--- config.mk ---
export PLATFORM = sky130hd
export DESIGN_NAME = thc_heater_ctrl
export DESIGN_NICKNAME = d
export VERILOG_FILES = /design/src/rtl/thc_pkg.sv /design/src/rtl/thc_judge.sv /design/src/rtl/thc_settle.sv /design/src/rtl/thc_therm.sv /design/src/rtl/thc_heat_bank.sv /design/src/rtl/thc_heater_ctrl.sv
export SDC_FILE = /design/constraint.sdc
export NUM_CORES = 1
export LEC_CHECK = 0
export BUFFER_PORTS_ARGS = -buffer_cell sky130_fd_sc_hd__buf_2
export CAP_MARGIN = 40
export CORE_AREA = 10 10 111 83
export CTS_BUF_LIST = sky130_fd_sc_hd__clkbuf_4 sky130_fd_sc_hd__clkbuf_8 sky130_fd_sc_hd__clkbuf_16
export CTS_CLUSTER_SIZE = 25
export DETAILED_ROUTE_END_ITERATION = 16
export DIE_AREA = 0 0 121 93
export GPL_ROUTABILITY_DRIVEN = 0
export PLACE_DENSITY = 0.81
export SLEW_MARGIN = 15
export SYNTH_ARGS = -nofsm -noshare
export SYNTH_HDL_FRONTEND = slang
export SYNTH_SLANG_ARGS = --single-unit
--- constraint.sdc ---
create_clock -name clk -period 5.46 [get_ports clk]
set_clock_uncertainty 0.2 [all_clocks]
set_input_delay 0.546 -clock clk [delete_from_list [all_inputs] [get_ports clk]]
set_output_delay 0.546 -clock clk [all_outputs]
set_load 0.05 [all_outputs]
--- src/rtl/thc_pkg.sv ---
package thc_pkg;
  typedef enum logic [1:0] {
    THC_HOLD = 2'd0,
    THC_ADD  = 2'd1,
    THC_DROP = 2'd2
  } thc_step_e;
endpackage

--- src/rtl/thc_judge.sv ---
module thc_judge
  import thc_pkg::*;
#(
  parameter int TEMP_W = 12
) (
  input  logic [TEMP_W-1:0] sample,
  input  logic [TEMP_W-1:0] target,
  input  logic [TEMP_W-1:0] band,
  output thc_step_e         want
);
  logic [TEMP_W:0] sample_plus_band;
  logic [TEMP_W:0] target_plus_band;

  always_comb begin
    sample_plus_band = {1'b0, sample} + {1'b0, band};
    target_plus_band = {1'b0, target} + {1'b0, band};
    if (sample_plus_band < {1'b0, target})
      want = THC_ADD;
    else if ({1'b0, sample} > target_plus_band)
      want = THC_DROP;
    else
      want = THC_HOLD;
  end
endmodule

--- src/rtl/thc_settle.sv ---
module thc_settle #(
  parameter int SETTLE_W = 16
) (
  input  logic                clk,
  input  logic                rst,
  input  logic                load,
  input  logic [SETTLE_W-1:0] load_val,
  output logic                ready
);
  logic [SETTLE_W-1:0] remain;

  always_ff @(posedge clk) begin
    if (rst)
      remain <= '0;
    else if (load)
      remain <= load_val;
    else if (remain != '0)
      remain <= remain - 1'b1;
  end

  assign ready = (remain == '0);
endmodule

--- src/rtl/thc_therm.sv ---
module thc_therm
  import thc_pkg::*;
#(
  parameter int GROUPS = 4
) (
  input  logic              clk,
  input  logic              rst,
  input  logic              decide,
  input  thc_step_e         want,
  output logic              moved,
  output logic [GROUPS-1:0] en
);
  logic can_add;
  logic can_drop;

  always_comb begin
    can_add  = (want == THC_ADD)  && !en[GROUPS-1];
    can_drop = (want == THC_DROP) && en[0];
    moved    = decide && (can_add || can_drop);
  end

  always_ff @(posedge clk) begin
    if (rst)
      en <= '0;
    else if (decide && can_add)
      en <= (en << 1) | GROUPS'(1);
    else if (decide && can_drop)
      en <= en >> 1;
  end
endmodule

--- src/rtl/thc_heat_bank.sv ---
module thc_heat_bank #(
  parameter int FLOPS = 8
) (
  input  logic             clk,
  input  logic             rst,
  input  logic             on,
  output logic [FLOPS-1:0] q
);
  always_ff @(posedge clk) begin
    if (rst)
      q <= '0;
    else if (on)
      q <= ~q;
  end
endmodule

--- src/rtl/thc_heater_ctrl.sv ---
module thc_heater_ctrl
  import thc_pkg::*;
#(
  parameter int GROUPS          = 4,
  parameter int FLOPS_PER_GROUP = 8,
  parameter int TEMP_W          = 12,
  parameter int SETTLE_W        = 16
) (
  input  logic                              clk,
  input  logic                              rst,
  input  logic [TEMP_W-1:0]                 temp_sample,
  input  logic                              temp_valid,
  input  logic [TEMP_W-1:0]                 temp_target,
  input  logic [TEMP_W-1:0]                 hyst_band,
  input  logic [SETTLE_W-1:0]               settle_cycles,
  output logic [GROUPS-1:0]                 heat_en,
  output logic [GROUPS*FLOPS_PER_GROUP-1:0] heater_q
);
  thc_step_e want;
  logic      ready;
  logic      decide;
  logic      moved;

  thc_judge #(.TEMP_W(TEMP_W)) u_judge (
    .sample (temp_sample),
    .target (temp_target),
    .band   (hyst_band),
    .want   (want)
  );

  assign decide = temp_valid && ready;

  thc_settle #(.SETTLE_W(SETTLE_W)) u_settle (
    .clk      (clk),
    .rst      (rst),
    .load     (moved),
    .load_val (settle_cycles),
    .ready    (ready)
  );

  thc_therm #(.GROUPS(GROUPS)) u_therm (
    .clk    (clk),
    .rst    (rst),
    .decide (decide),
    .want   (want),
    .moved  (moved),
    .en     (heat_en)
  );

  for (genvar g = 0; g < GROUPS; g++) begin : g_bank
    thc_heat_bank #(.FLOPS(FLOPS_PER_GROUP)) u_bank (
      .clk (clk),
      .rst (rst),
      .on  (heat_en[g]),
      .q   (heater_q[g*FLOPS_PER_GROUP +: FLOPS_PER_GROUP])
    );
  end
endmodule

==> results_dict.tcl <==
set metrics [dict create \
    outcome "completed" \
    ys_warn_count 0 \
    pre_cts_slack_ps 343 \
    clk_pin_slew_ps 90 \
    synth_area_leader_cell "dfxtp_1" \
    first_pass_iters 4 \
    drt_first_iter_violations 125 \
    rows 26 \
    synth_area_leaders "dfxtp_1 28%, ha_1 16%, xnor2_1 11%, nor2_1 5.6%, o2bb2ai_2 4.0%" \
    grt_start_max_net_pins 44 \
    startpoint "temp_sample[0]" \
    fill_cells 618 \
    yosys-top-cells-count "56 x nor2_1, 52 x dfxtp_1, 48 x ha_1, 48 x xnor2_1, 25 x inv_1" \
    cp_num_buf_inv 2 \
    final-setup-viol-count 0 \
    fin_ws_ps 591 \
    cts_buffers 5 \
    globalRouteOverflowTotal 0 \
    crit_type "in2reg" \
    cp_cell_sequence "buf_2, ha_1, inv_1, fa_1, nor2b_1, o31a_1, o31a_1, o21ai_0, a21boi_0, mux2i_1, o2111ai_1, ha_1, a21oi_1, nor2b_1, a2111oi_0, o21ai_1, or3_1, a21oi_4, o2bb2ai_2" \
    maxSlewHeadroom_pct 49.0 \
    grt_pass1_vias 3324 \
    drc 0 \
    cts.sinks 52 \
    hold_viol 0 \
    vdd_drop_max_uv 253 \
    reg2reg_from "u_settle.remain[2]" \
    synthCells 427 \
    post-route-period-util_pct 89.2 \
    critPathTopFamily "compound AO/OA/AOI/OAI gates" \
    required_ps 5480 \
    yosysSeqAreaShare_pct 27.8 \
    track_usage_pct 16.4 \
    ys.flop_type "dfxtp_1" \
    die_w_um 121 \
    fin_crit_ps 4870 \
    hold_depth 2 \
    portBuffers 90 \
    critPathMaxFanout 11 \
    rsz0062_at_grt "false" \
    avgSynthCellArea_um2 8.78 \
    finalSetupTns_ps 0 \
    drive_gt1_share_pct 22.8 \
    clockRootBuffer "clkbuf_8" \
    rr_worst_depth 7 \
    post_dp_cell_area_mm2 0.00423 \
    end_kind "flop" \
    crit-reg2reg-capture "u_settle.remain[6]" \
    cts_tree "yes" \
    synth_edf_count 0 \
    fmax_mhz 205 \
    cp.arrival_ps 4890 \
    hp-class "in2reg" \
    grt_pass1_wl_mm 15.5 \
    synthToLayoutAreaGrowth_pct 15.3 \
    syn-num-nets 532 \
    worst_slew_pin_slew_ps 765 \
    wl_per_cell_um 15.8 \
    initial_utilization_pct 52.6 \
    ctsHoldBuffers 0 \
    dieArea_mm2 0.0113 \
    multi_input_area_mm2 0.00252 \
    htree_levels 2 \
    stdcell_area_mm2 0.00433 \
    post_cts_buffers 0 \
    critPathCapture "u_settle.remain[6]" \
    ioPinCount 91 \
    wl_mm 9.61 \
    cts_max_path_buffers 2 \
    slew_violations 0 \
    hpwlAfterDp_mm 7.89 \
    nets 613 \
    crit_cells 19 \
    cpMaxStageDelayCell "or3_1" \
    cts_resized 0 \
    synth.cell_area_mm2 0.00375 \
    r2r_slack_ps 1960 \
    ant_nets 0 \
    power_leakage_nw 1.93 \
    async_flop_share_pct 0 \
    vias_per_cell 5.37 \
    cp-start-kind "input pin" \
    hold_ws_ps 245 \
    critPathMaxStageDelay_ps 520 \
    seqCellArea_mm2 0.00104 \
    antenna_found_initial 0 \
    power_density_mw_per_mm2 348 \
    synth-seq-cells 52 \
    cap_violations 0 \
    yosysMostFrequentCell "nor2_1" \
    final_util_pct 60.7 \
    num_antenna_cells 0 \
    core-area_mm2 0.00712 \
    yosys.area.top_type_share_pct 27.8 \
    die_h_um 93 \
    ys_types 51 \
    clk_latency_ps 300 \
    vias 3262 \
]
## per-stage QoR
stage / instances / power [mW]
4_1_cts: 607 / 1.51
6_report: 607 / 1.50
5_1_grt: 607 / 1.61
2_1_floorplan: 427 / 1.13
3_5_place_dp: 599 / 1.28
3_3_place_gp: 599 / 1.25
## worst reg2reg max path, cell delays in order, from the launching register on
cell       delay [ps]
dfxtp_1           360
or4_4             580
or4b_4            510
nand3b_4          210
nor4_1            510
o2111ai_2         360
a21oi_4           530
o2bb2ai_2         160
## power by group
group	total [mW]	internal (mW)	switching, mW
clock network	0.227	0.104	0.123
logic	0.746	0.324	0.422
registers	0.530	0.453	0.0777
## cell families (layout without fill, tap and decap cells)
group	Yosys count	after routing	share of synthesized area (%)
and+or+nand+nor	134	134	18.0
xor gates and xnor gates	59	59	13.8
adders and majority gates	50	50	17.1
buffers and inverters	41	123	5.01
DFF	52	52	27.8
muxes	2	2	0.534
AOI/OAI and AO/OA	89	89	17.9
## flip-flops by register name (all words and copies together), names as in the netlist
signal / flops
g_bank.u_bank.q: 32
u_therm.en: 4
u_settle.remain: 16
## area by class of cell
type / count / area share (%)
inverter: 25 / 2.17
clock buffer: 6 / 1.91
clock inverter: 2 / 0.318
timing repair buffer: 90 / 10.4
multi-input combinational: 334 / 58.3
sequential: 52 / 24.1
tap: 98 / 2.83
## cell usage in the layout, fill, tap and decap left out, types with 2 or more instances in the layout
| master | Yosys | final |
|---|---|---|
| a211oi_1 | 3 | 3 |
| a21boi_0 | 2 | 2 |
| a21o_1 | 3 | 3 |
| a21oi_1 | 22 | 22 |
| a31oi_1 | 2 | 2 |
| buf_2 | 0 | 90 |
| clkbuf_8 | 0 | 6 |
| dfxtp_1 | 52 | 52 |
| fa_1 | 2 | 2 |
| ha_1 | 48 | 48 |
| inv_1 | 25 | 25 |
| mux2i_1 | 2 | 2 |
| nand2_1 | 17 | 17 |
| nand2b_1 | 4 | 4 |
| nand3_1 | 6 | 6 |
| nor2_1 | 56 | 56 |
| nor2b_1 | 13 | 13 |
| nor3_1 | 10 | 10 |
| nor3b_1 | 3 | 3 |
| nor4_1 | 8 | 8 |
| o2111ai_1 | 4 | 4 |
| o211ai_1 | 4 | 4 |
| o21a_1 | 4 | 4 |
| o21ai_0 | 19 | 19 |
| o21ai_1 | 2 | 2 |
| o2bb2ai_2 | 10 | 10 |
| o31a_1 | 3 | 3 |
| or2_2 | 2 | 2 |
| or3_1 | 6 | 6 |
| or4_1 | 3 | 3 |
| xnor2_1 | 48 | 48 |
| xor2_1 | 11 | 11 |
## how the worst min path moves through the flow
| stage | from | endpoint | slack, ps |
|---|---|---|---|
| floorplan | u_settle.remain[12] | u_settle.remain[12] | 270 |
| global placement | g_bank[3].u_bank.q[5] | g_bank[3].u_bank.q[5] | 280 |
| detailed placement | g_bank[1].u_bank.q[2] | g_bank[1].u_bank.q[2] | 290 |
| CTS | settle_cycles[7] | u_settle.remain[7] | 240 |
| global route | settle_cycles[7] | u_settle.remain[7] | 230 |
| finish | settle_cycles[7] | u_settle.remain[7] | 240 |
## per-layer routing
metal  GRT usage [%]  vias to the layer above  share of wire [%]
met5               0                        -                  0
met4            3.61                        0                1.2
met3            4.56                       12                6.6
met2            26.8                       76                 46
met1            20.9                     1525                 46
li1                -                     1649                  -
Note: power is estimated with default switching activity, not from simulation.
